<file path="src/rtl/shift_unit_pkg.sv">
// Package: shared constants for the shift unit.
// Assumes a one-hot operation select of three bits.
package shift_unit_pkg;
    localparam int OP_W = 3;
    localparam logic [OP_W-1:0] OP_SLL = 3'b001;
    localparam logic [OP_W-1:0] OP_SRL = 3'b010;
    localparam logic [OP_W-1:0] OP_SRA = 3'b100;
endpackage

</file>
<file path="src/rtl/shift_operand_prep.sv">
// Builds the extended shifter input: the reversed operand for left shifts,
// or the operand with a fill bit on top for right shifts.
// Assumes op_left and op_arith are never high together.
module shift_operand_prep #(
    parameter int DATA_W = 32,
    localparam int EXT_W = DATA_W + 1
) (
    input  logic [DATA_W-1:0] a,
    input  logic              op_left,
    input  logic              op_arith,
    output logic [EXT_W-1:0]  ext
);
    logic [DATA_W-1:0] a_rev;

    // Mirror the operand's bit order.
    for (genvar i = 0; i < DATA_W; i++) begin : g_rev
        assign a_rev[i] = a[DATA_W-1-i];
    end

    // Choose the shifter input and its fill bit.
    always_comb begin
        if (op_left)
            ext = {1'b0, a_rev};
        else
            ext = {op_arith & a[DATA_W-1], a};
    end
endmodule

</file>
<file path="src/rtl/shift_right_core.sv">
// Logarithmic right barrel shifter. Each stage shifts by a power of two
// and fills from the input's top bit, so the top bit sets the fill.
// Assumes amt never exceeds EXT_W-1.
module shift_right_core #(
    parameter int EXT_W = 33,
    parameter int AMT_W = 5
) (
    input  logic [EXT_W-1:0] din,
    input  logic [AMT_W-1:0] amt,
    output logic [EXT_W-1:0] dout
);
    logic [EXT_W-1:0] lvl [0:AMT_W];
    logic             fill;

    assign fill   = din[EXT_W-1];
    assign lvl[0] = din;

    for (genvar s = 0; s < AMT_W; s++) begin : g_stage
        localparam int STEP = 1 << s;
        // Stage s: shift by STEP when amount bit s is set.
        always_comb begin
            if (amt[s])
                lvl[s+1] = {{STEP{fill}}, lvl[s][EXT_W-1:STEP]};
            else
                lvl[s+1] = lvl[s];
        end
    end

    assign dout = lvl[AMT_W];
endmodule

</file>
<file path="src/rtl/shift_result_finish.sv">
// Drops the extension bit, re-reverses for left shifts, and forces zero
// for an invalid operation select.
module shift_result_finish #(
    parameter int DATA_W = 32,
    localparam int EXT_W = DATA_W + 1
) (
    input  logic [EXT_W-1:0]  sh_out,
    input  logic              op_left,
    input  logic              op_valid,
    output logic [DATA_W-1:0] res
);
    logic [DATA_W-1:0] low;
    logic [DATA_W-1:0] low_rev;
    logic              unused_ext;

    assign low        = sh_out[DATA_W-1:0];
    assign unused_ext = sh_out[EXT_W-1];

    // Undo the bit reversal applied before a left shift.
    for (genvar i = 0; i < DATA_W; i++) begin : g_rev
        assign low_rev[i] = low[DATA_W-1-i];
    end

    // Pick the final orientation or zero.
    always_comb begin
        if (!op_valid)
            res = '0;
        else if (op_left)
            res = low_rev;
        else
            res = low;
    end
endmodule

</file>
<file path="src/rtl/shared_shift_unit.sv">
// Shift unit for the three integer shifts on one shared right shifter.
// The result is registered. It holds under stall and clears on synchronous reset.
// Assumes b[SHAMT_W-1:0] is the shift amount; the upper bits of b are ignored.
module shared_shift_unit
    import shift_unit_pkg::*;
#(
    parameter int DATA_W = 32,
    localparam int SHAMT_W = $clog2(DATA_W),
    localparam int EXT_W = DATA_W + 1
) (
    input  logic              clk,
    input  logic              rst_n,
    input  logic              stall,
    input  logic [OP_W-1:0]   op_sel,
    input  logic [DATA_W-1:0] a,
    input  logic [DATA_W-1:0] b,
    output logic [DATA_W-1:0] result
);
    logic               is_sll, is_srl, is_sra, op_valid;
    logic [EXT_W-1:0]   sh_in, sh_out;
    logic [DATA_W-1:0]  next_res;
    logic [SHAMT_W-1:0] shamt;
    logic               unused_b;

    // Decode the operation select; only the exact one-hot codes are valid.
    always_comb begin
        is_sll   = (op_sel == OP_SLL);
        is_srl   = (op_sel == OP_SRL);
        is_sra   = (op_sel == OP_SRA);
        op_valid = is_sll | is_srl | is_sra;
    end

    assign shamt    = b[SHAMT_W-1:0];
    assign unused_b = ^b[DATA_W-1:SHAMT_W];

    shift_operand_prep #(.DATA_W(DATA_W)) prep_i (
        .a        (a),
        .op_left  (is_sll),
        .op_arith (is_sra),
        .ext      (sh_in)
    );

    shift_right_core #(.EXT_W(EXT_W), .AMT_W(SHAMT_W)) core_i (
        .din  (sh_in),
        .amt  (shamt),
        .dout (sh_out)
    );

    shift_result_finish #(.DATA_W(DATA_W)) fin_i (
        .sh_out   (sh_out),
        .op_left  (is_sll),
        .op_valid (op_valid),
        .res      (next_res)
    );

    // Result register: clear on reset, hold on stall, else load.
    always_ff @(posedge clk) begin
        if (!rst_n)
            result <= '0;
        else if (!stall)
            result <= next_res;
    end
endmodule

</file>
<file path="config.mk">
export PLATFORM = sky130hd
export DESIGN_NAME = shared_shift_unit
export DESIGN_NICKNAME = d
export VERILOG_FILES = /design/src/rtl/shift_unit_pkg.sv /design/src/rtl/shift_operand_prep.sv /design/src/rtl/shift_right_core.sv /design/src/rtl/shift_result_finish.sv /design/src/rtl/shared_shift_unit.sv
export SDC_FILE = /design/constraint.sdc
export NUM_CORES = 1
export LEC_CHECK = 0
export BUFFER_PORTS_ARGS = -buffer_cell sky130_fd_sc_hd__buf_2
export CAP_MARGIN = 20
export CELL_PAD_IN_SITES_DETAIL_PLACEMENT = 2
export CELL_PAD_IN_SITES_GLOBAL_PLACEMENT = 2
export CORE_ASPECT_RATIO = 1.5
export CORE_MARGIN = 3
export CORE_UTILIZATION = 33
export DETAILED_ROUTE_END_ITERATION = 8
export PLACE_DENSITY = 0.89
export SETUP_SLACK_MARGIN = 0.5
export SYNTH_ARGS = -nofsm -noshare
export SYNTH_HDL_FRONTEND = slang
export SYNTH_SLANG_ARGS = --single-unit
</file>
<file path="constraint.sdc">
create_clock -name clk -period 7 [get_ports clk]
set_input_delay 0.35 -clock clk [delete_from_list [all_inputs] [get_ports clk]]
set_output_delay 0.35 -clock clk [all_outputs]
set_load 0.01 [all_outputs]
</file>
==> impl_metrics.toml, run 1 <==
[worst_setup_path]
r2r-end = "result[17]"
critical_path_class = "input port to flip-flop"
critical_path_required_ns = 7.15
worst_setup_sp_type = "input port"
rr_startpoint = "result[17]"
r2r_slack_ns = 6.07
reg2regPathDepth = 3
critPathCaptureType = "flip-flop"
critical_path_arrival_ns = 3.36
critical_path.max_fanout = 24

[grt]
via_count_of_the_first_global_routing_pass = 4126
grt_use_total_pct = 24.4
grt-ovfl-total = 0
initial_antenna_violation_count = 0
largest_net_degree_at_the_start_of_global_routing = 48
first_pass_grt_wire_length_mm = 23.2

[yosys]
synth_nets = 465
syn_inst = 395
synth.yosys.warnings = 0
netlist.top_cell.by_area = "mux4_2"
ys_ff_latch = 32
syn_avg_cell_area_sq_um = 8.82
most_used_flip_flop_cell_after_synthesis = "dfxtp_1"
synth_seq_area_share_pct = 18.4
area_fraction_of_the_dominant_cell_type_after_synthesis_pct = 22.0
share_of_flip_flops_with_an_asynchronous_set_or_reset_pct = 0
number_of_flops_mapped_to_enable_cells_by_yosys = 0
synthesis.area_sq_um = 3490
netlist-cell-type-count = 50
synth_area_leaders = "mux4_2, dfxtp_1, a22oi_1"

[power_and_ir_drop]
p_int_uw = 415
total_leakage_power_nw = 1.64
p_switching_uw = 236
combinationalPowerShare_pct = 37.7
sequential_cell_fraction_of_total_power_pct = 29.7
netSwitchingFraction_pct = 36.3
power.share.clock_pct = 32.7
finalPower_uw = 651
vdd.ir_drop.worst_v = 0.000102
power.density_nw_per_um2 = 160

[timing]
report.final.hold_viol_count = 0
finalClockSkew_ns = 0
worst_pin_slew_ns = 0.960
timing_max_transition_violations_final = 0
finalCriticalPeriod_ns = 3.21
max-slew-margin-rel_pct = 36.0
rsz0062_at_grt = "false"
report.final.setup_viol = 0
timing.setup.tns_ns = 0
min_period_over_period_pct = 45.9
max_freq_mhz = 311

[worst_hold_path]
hold_class = "input port to flip-flop"
timing.hold.worst_path_depth = 2
worstHoldStart = "rst_n"
worstHoldEndpoint = "result[12]"

[run]
max_cap_violations = 0

[route]
number_of_design_rule_violations_left_by_the_first_detailed_router_iteration = 268
drtAntennaViolNets = 0
detail_route.vias_per_cell = 6.52
wire_per_inst_microns = 25.0
route.met3.wl_microns = 539
vias = 3819
wirelength_met1_mm = 5.47
dr.pass1.iters = 4
routed.top_layer = "met4"
drt-total-wl_mm = 14.7
met2RoutedLength_mm = 7.96
drc = 0

[final_layout]
multiInputGateArea_sq_um = 2680
post_route_cells_drive_above_1_share_pct = 30.1
antenna_cells_inserted = 0
layout_commonest_cell = "buf_2"
design.final.nets = 514
registers.top_by_ff_count = "result"
layout_common_cells = "buf_2, nand2_1, mux4_2"
largest_reg_flops = 32
final-seq-area_sq_um = 641
reg.largest.list = "result: 32 flops"
area_growth_syn_to_layout_pct = 16.7
fillCellCount = 1155

[clocking]
cts_resized = 0
clkSlewWorstSetupHoldPaths_ns = 0.06
clock_insertion_delay_worst_skew_ns = 0.28
numCtsBuffers = 5
cts-root-to-sink-buffers = 2
cts_hold_repair.buffers = 0
postCtsSetupRepairBufs = 0
cts_tree = "yes"
cts_max_level = 2
number_of_clock_sinks = 32
clk_root_buffer_cell = "clkbuf_16"

[floorplanning]
ioPinCount = 102
floorplan.die.height_microns = 132
die_width_microns = 89.9
num_rows = 45
die_area_sq_um = 11900
floorplan.initialDensity_pct = 34.2
coreArea_sq_um = 10200

[place]
place_hpwl_mm = 11.7
finalWeightedCongestion = 0.924
io_buffer_count = 74

[status]
status = "finished, final reports clean"
[how the worst max path moves through the flow]
stage               startpoint  slack (ns)         end
floorplan            op_sel[1]        4.11  result[20]
finish               op_sel[0]        3.79  result[20]
global placement     op_sel[2]        3.68  result[25]
detailed placement   op_sel[2]        3.56   result[1]
global route         op_sel[0]        3.62  result[20]
CTS                  op_sel[0]        3.79  result[20]
[routing by layer]
metal,vias up,GRT usage [%]
met3,35,2.57
met1,1956,26.6
met5,-,0
met2,126,45.7
met4,0,13.1
li1,1702,-
[cell families (layout without fill, tap and decap cells)]
family | count (synthesis) | in the layout | share of synthesized area [%]
muxes | 58 | 58 | 30.2
buffers and inverters | 42 | 92 | 4.81
DFF | 32 | 32 | 18.4
AOI/OAI and AO/OA | 149 | 149 | 31.5
xor gates and xnor gates | 2 | 2 | 0.503
and+or+nand+nor | 112 | 112 | 14.6
[area by class of cell]
type | count | area share, %
clock inverter | 3 | 0.461
clock buffer | 5 | 3.08
timing repair buffer | 80 | 10.2
inverter | 4 | 0.369
multi-input combinational | 321 | 65.8
tap | 141 | 4.34
sequential | 32 | 15.7
[power by group through the flow]
stage / sequential (mW) / clock (mW) / combinational (mW)
finish: 0.193 / 0.213 / 0.245
detailed placement: 0.197 / 0 / 0.241
global placement: 0.197 / 0 / 0.229
CTS: 0.193 / 0.215 / 0.243
global route: 0.194 / 0.221 / 0.263
floorplan: 0.200 / 0 / 0.153
[worst max-delay path: stages]
cell and delay, ns:
buf_2 0.14, nor3b_4 0.21, buf_4 0.39, mux4_1 0.72, mux4_2 0.56, mux4_2 0.53
a222oi_1 0.34, inv_1 0.10
[metrics by stage]
step | cells | cell area, sq um | setup WS, ns | hold slack, ns | util, %
3_5_place_dp | 578 | 3930 | 3.56 | 0.449 | 38.5
3_3_place_gp | 578 | 3930 | 3.68 | 0.445 | 38.5
2_1_floorplan | 395 | 3490 | 4.11 | 0.476 | -
4_1_cts | 586 | 4070 | 3.79 | 0.352 | 39.9
6_report | 586 | 4070 | 3.79 | 0.350 | 39.9
5_1_grt | 586 | 4070 | 3.62 | 0.364 | 39.9
[synth_stat cells (3+ instances only)]
cell type  count
o31ai_1        6
a221oi_1       3
inv_1          3
dfxtp_1       32
a22oi_1       25
a32o_1         3
a221o_1        7
a211oi_1       4
nor2_1        26
clkbuf_1      28
nand2b_1       5
o21a_1         3
nor3_1        10
mux2i_1       15
o211ai_1       5
nand2_1       48
a31oi_1        3
a22o_1         7
a21oi_1       14
o22a_1         3
nand3_1       10
o221ai_1      12
o21ai_0       16
mux2_2         6
a32oi_1        3
mux4_2        34
a21o_1        11
nor2b_1        3
o22ai_1       14
o311ai_0       3
buf_1          6
or3_1          3
(Power assumes the default switching activity.)
==> run 2: changes to the inputs <==
CORE_UTILIZATION = 31   (was 33)
PLACE_DENSITY = 0.85   (was 0.89)
clock period = 3.3 ns   (was 7 ns; I/O delays follow)
==> run 2 against run 1 <==
Die area grew 6.1%. Global-route usage shrank 1.1 points. Critical path depth is the same. Sequential share of layout area shrank 0.53 points. Critical endpoint is now result[6]. Highest routed layer unchanged.
==> impl_metrics.toml, run 2 (synthesis results as in run 1) <==
[status]
status = "finished, final reports clean"

[floorplanning]
num_rows = 46
floorplan.die.height_microns = 136
coreArea_sq_um = 10800
die_width_microns = 92.6
die_area_sq_um = 12600
floorplan.initialDensity_pct = 32.4
ioPinCount = 102

[grt]
initial_antenna_violation_count = 0
via_count_of_the_first_global_routing_pass = 4119
grt-ovfl-total = 0
largest_net_degree_at_the_start_of_global_routing = 32
first_pass_grt_wire_length_mm = 22.9
grt_use_total_pct = 23.2

[worst_setup_path]
critical_path.max_fanout = 12
critical_path_arrival_ns = 2.81
reg2regPathDepth = 3
critical_path_class = "input port to flip-flop"
critical_path_source = "op_sel[0]"
crit_path_top_delay_cell = "mux4_2"
r2r-end = "result[17]"
worst_setup_sp_type = "input port"
critical_path_required_ns = 3.47
r2r_slack_ns = 2.42
cpPeakStageDelay_ns = 0.57
rr_startpoint = "result[17]"
critPathCaptureType = "flip-flop"
path_cells = "buf_2 -> nor3b_4 -> buf_12 -> mux4_2 -> mux2_2 -> o311ai_0 -> a211oi_1 -> a221o_1"

[final_layout]
layoutNonFillerInstCount = 601
fillCellCount = 1236
design.final.nets = 527
registers.top_by_ff_count = "result"
area_growth_syn_to_layout_pct = 20.8
layout_common_cells = "buf_2, nand2_1, mux4_2"
antenna_cells_inserted = 0
reg.largest.list = "result: 32 flops"
largest_reg_flops = 32
post_route_cells_drive_above_1_share_pct = 32.6
post_route_utilization_pct = 39.1
layout_commonest_cell = "buf_2"

[timing]
timing_max_transition_violations_final = 0
worst_pin_slew_ns = 0.777
max-slew-margin-rel_pct = 48.0
report.final.hold_viol_count = 0
timing.setup.tns_ns = 0
finalClockSkew_ns = 0
report.final.setup_viol = 0
max_freq_mhz = 379
rsz0062_at_grt = "false"
finalCriticalPeriod_ns = 2.64
min_period_over_period_pct = 80.0

[worst_hold_path]
worstHoldEndpoint = "result[12]"
hold_class = "input port to flip-flop"
timing.hold.worst_path_depth = 2
worstHoldStart = "rst_n"

[route]
detail_route.vias_per_cell = 6.52
vias = 3920
dr.pass1.iters = 5
number_of_design_rule_violations_left_by_the_first_detailed_router_iteration = 203
wire_per_inst_microns = 25.1
drt-total-wl_mm = 15.1
drtAntennaViolNets = 0
drc = 0

[place]
place_hpwl_mm = 11.8
placedCellCount = 592
io_buffer_count = 74
finalWeightedCongestion = 0.970

[run]
max_cap_violations = 0

[clocking]
clkSlewWorstSetupHoldPaths_ns = 0.05
cts_tree = "yes"
clk_root_buffer_cell = "clkbuf_16"
cts-root-to-sink-buffers = 2
clock_insertion_delay_worst_skew_ns = 0.28
number_of_clock_sinks = 32
cts_max_level = 2
numCtsBuffers = 5

[power_and_ir_drop]
total_leakage_power_nw = 1.71
power.density_nw_per_um2 = 340
vdd.ir_drop.worst_v = 0.000175
==> run 2: cell count changes in the layout (fill, tap and decap cells not counted), sizes merged <==
cell	previous run	this run
buf	80	92
clkbuf	5	8
clkinv	3	0
==> run 2: final cells by class <==
type / count / area (sq um) / share of cell area [%]
Clock buffer: 7 / 153 / 3.62
Timing Repair Buffer: 93 / 543 / 12.9
Multi-Input combinational cell: 321 / 2680 / 63.6
Inverter: 4 / 15.0 / 0.357
Sequential cell: 32 / 641 / 15.2
Tap cell: 144 / 180 / 4.28
==> run 2: how the worst max path moves through the flow <==
stage | slack (ns) | end
finish | 0.66 | result[6]
global route | 0.52 | result[6]
CTS | 0.54 | result[20]
detailed placement | 0.26 | result[20]
global placement | 0.34 | result[20]
floorplan | 0.59 | result[20]
==> run 2: metal layers <==
layer  vias to the layer above  wire, microns  global-route usage [%]
li1                       1723              -                       -
met1                      2014           5840                    25.8
met2                       149           8260                    44.5
met3                        34            557                    2.21
met4                         0            429                    9.42
met5                         -              0                       0
==> run 2: critical path, delay by kind of cell <==
| kind | cells | cell delay, ns |
|---|---|---|
| AND/OR/NAND/NOR | 1 | 0.27 |
| multiplexers | 2 | 0.86 |
| buffers and inverters | 2 | 0.35 |
| AO/OA/AOI/OAI | 3 | 1.14 |
==> run 2: where the power goes <==
group / switching (mW) / internal (mW) / total [mW]
logic: 0.326 / 0.215 / 0.541
registers: 0.00787 / 0.402 / 0.410
clock network: 0.164 / 0.316 / 0.480
==> run 2: through the flow <==
stage / hold WS (ns) / total power [mW] / instance area, sq um / setup slack (ns)
2_1_floorplan: 0.291 / 0.750 / 3490 / 0.592
3_3_place_gp: 0.423 / 0.918 / 4020 / 0.342
3_5_place_dp: 0.424 / 0.941 / 4020 / 0.258
4_1_cts: 0.136 / 1.42 / 4180 / 0.537
5_1_grt: 0.145 / 1.48 / 4210 / 0.515
6_report: 0.140 / 1.43 / 4210 / 0.659
==> run 2: timing repair <==
item	4_1_cts	5_1_grt
endpoints found under the hold margin	0	0
hold buffers	0	0
gates resized for setup	0	4
buffers inserted	0	1
setup endpoints to repair	0	7
==> run 3: changes to the inputs <==
clock period = 2.6 ns   (was 3.3 ns; I/O delays follow)
==> run 3 against run 2 <==
Count of clock-buffer cells in the layout shrank 1. Die area unchanged. Cell area increased by 17%. Sequential power increased by 27%. Worst setup slack got worse by 0.56 ns. Utilization up 6.6 points. Via count grew 15%. Wire length up 31%. Highest routed layer unchanged. Critical path depth increased by 3. Clock skew unchanged. Clock power grew 26%. Largest power group unchanged. Largest cell class unchanged. Total power rose by 45%.
==> impl_metrics.toml, run 3 (synthesis results as in run 1) <==
[final_layout]
layout_commonest_cell = "buf_2"
layout_common_cells = "buf_2, buf_4, nand2_1"
reg.largest.list = "result: 32 flops"
registers.top_by_ff_count = "result"
largest_reg_flops = 32
fillCellCount = 1163
design.final.nets = 580
area_growth_syn_to_layout_pct = 41.3
post_route_cells_drive_above_1_share_pct = 49.7
antenna_cells_inserted = 0
finish.instance_area_sq_um = 4930

[timing]
rsz0062_at_grt = "true"
max_freq_mhz = 400
worst_hold_slack_ns = 0.112
timing_max_transition_violations_final = 0
worst_pin_slew_ns = 0.727
finalClockSkew_ns = 0
min_period_over_period_pct = 96.1
post-route-worst-setup-slack_ns = 0.101
finalCriticalPeriod_ns = 2.50
report.final.hold_viol_count = 0
report.final.setup_viol = 0
max-slew-margin-rel_pct = 51.3

[worst_setup_path]
critical_path_arrival_ns = 2.67
path_cells = "buf_8 -> or3b_4 -> buf_12 -> mux4_2 -> buf_6 -> buf_6 -> a22oi_1 -> nand2_1 -> nor2_1 -> a211oi_2 -> a221o_1"
r2r_slack_ns = 1.72
worst_setup_sp_type = "input port"
reg2regPathDepth = 3
critical_path.max_fanout = 7
r2r-end = "result[14]"
rr_startpoint = "result[14]"
critPathCaptureType = "flip-flop"
crit_path_top_delay_cell = "mux4_2"
cpPeakStageDelay_ns = 0.47
cpMostUsedCell = "buf_6"
critical_path_required_ns = 2.77
critical_path_class = "input port to flip-flop"

[route]
vias = 4494
detail_route.vias_per_cell = 6.86
number_of_design_rule_violations_left_by_the_first_detailed_router_iteration = 370
drtAntennaViolNets = 0
drt-total-wl_mm = 19.7
wire_per_inst_microns = 30.1
dr.pass1.iters = 5
drc = 0

[clocking]
clock_insertion_delay_worst_skew_ns = 0.28
cts_hold_repair.buffers = 0
cts_max_level = 2
cts_tree = "yes"
clk_root_buffer_cell = "clkbuf_16"
numCtsBuffers = 5
clkSlewWorstSetupHoldPaths_ns = 0.06
cts-root-to-sink-buffers = 2
number_of_clock_sinks = 32

[worst_hold_path]
worstHoldStart = "rst_n"
worstHoldEndpoint = "result[12]"
timing.hold.worst_path_depth = 2
hold_class = "input port to flip-flop"

[place]
dp_worst_setup_slack_ns = -0.178
io_buffer_count = 74
place_hpwl_mm = 13.0
dpl_cell_area_sq_um = 4370
finalWeightedCongestion = 0.954

[power_and_ir_drop]
finalPower_mw = 2.08
power.density_nw_per_um2 = 423
total_leakage_power_nw = 2.03
vdd.ir_drop.worst_v = 0.000222

[status]
status = "finished, final reports clean"

[run]
max_cap_violations = 0

[grt]
grt-ovfl-total = 0
largest_net_degree_at_the_start_of_global_routing = 38
grt_use_total_pct = 30.0
initial_antenna_violation_count = 0
via_count_of_the_first_global_routing_pass = 4869
first_pass_grt_wire_length_mm = 28.8

[floorplanning]
coreArea_sq_um = 10800
die_width_microns = 92.6
ioPinCount = 102
die_area_sq_um = 12600
floorplan.initialDensity_pct = 32.4
num_rows = 46
floorplan.die.height_microns = 136
==> run 3: worst max-delay path by stage <==
| stage | endpoint | from | slack, ns |
|---|---|---|---|
| final | result[6] | op_sel[1] | 0.10 |
| after global routing | result[20] | op_sel[1] | 0.05 |
| after CTS | result[20] | op_sel[1] | 0.16 |
| after detailed placement | result[20] | op_sel[2] | -0.18 |
| after global placement | result[20] | op_sel[1] | -0.10 |
| after floorplan | result[20] | op_sel[1] | -0.02 |
==> run 3: worst max-delay path, delay by kind of cell <==
kind / cells / cell delay [ns]
buf+inv: 4 / 0.50
simple gates: 3 / 0.89
mux: 1 / 0.47
compound gates: 3 / 0.66
==> run 3: stage by stage <==
step	util, %	cells	setup TNS [ns]
CTS	44.2	648	0
global placement	40.6	633	-0.489
global route	45.8	655	0
finish	45.8	655	0
floorplan	-	395	-0.0168
detailed placement	40.6	633	-1.31
==> run 3: cell type report <==
class | count | area, sq um | share of cell area (%)
Clock inverter | 2 | 10.0 | 0.203
Multi-Input combinational cell | 321 | 2950 | 59.9
Clock buffer | 6 | 139 | 2.82
Sequential cell | 32 | 641 | 13.0
Inverter | 4 | 15.0 | 0.305
Tap cell | 144 | 180 | 3.66
Timing Repair Buffer | 146 | 990 | 20.1
==> run 3: what timing repair did <==
| action | CTS | global route |
|---|---|---|
| pin swaps | 14 | 15 |
| hold endpoints to repair | 0 | 0 |
| endpoints found under the setup margin | 32 | 32 |
| setup buffers | 7 | 7 |
| cloned | 0 | 0 |
| resized for setup | 48 | 27 |
==> run 3: power breakdown <==
part / internal, mW / leakage [nW] / total (mW) / switching, mW
combinational: 0.404 / 1.70 / 0.955 / 0.551
sequential: 0.510 / 0.260 / 0.521 / 0.0112
clock: 0.377 / 0.0766 / 0.606 / 0.229
==> run 3: routing by layer <==
metal	GRT usage (%)	vias to the layer above	routed length, microns
met5	0	-	0
li1	-	1836	-
met2	53.8	281	10100
met3	3.54	102	1140
met4	21.2	0	1580
met1	32.3	2275	6920
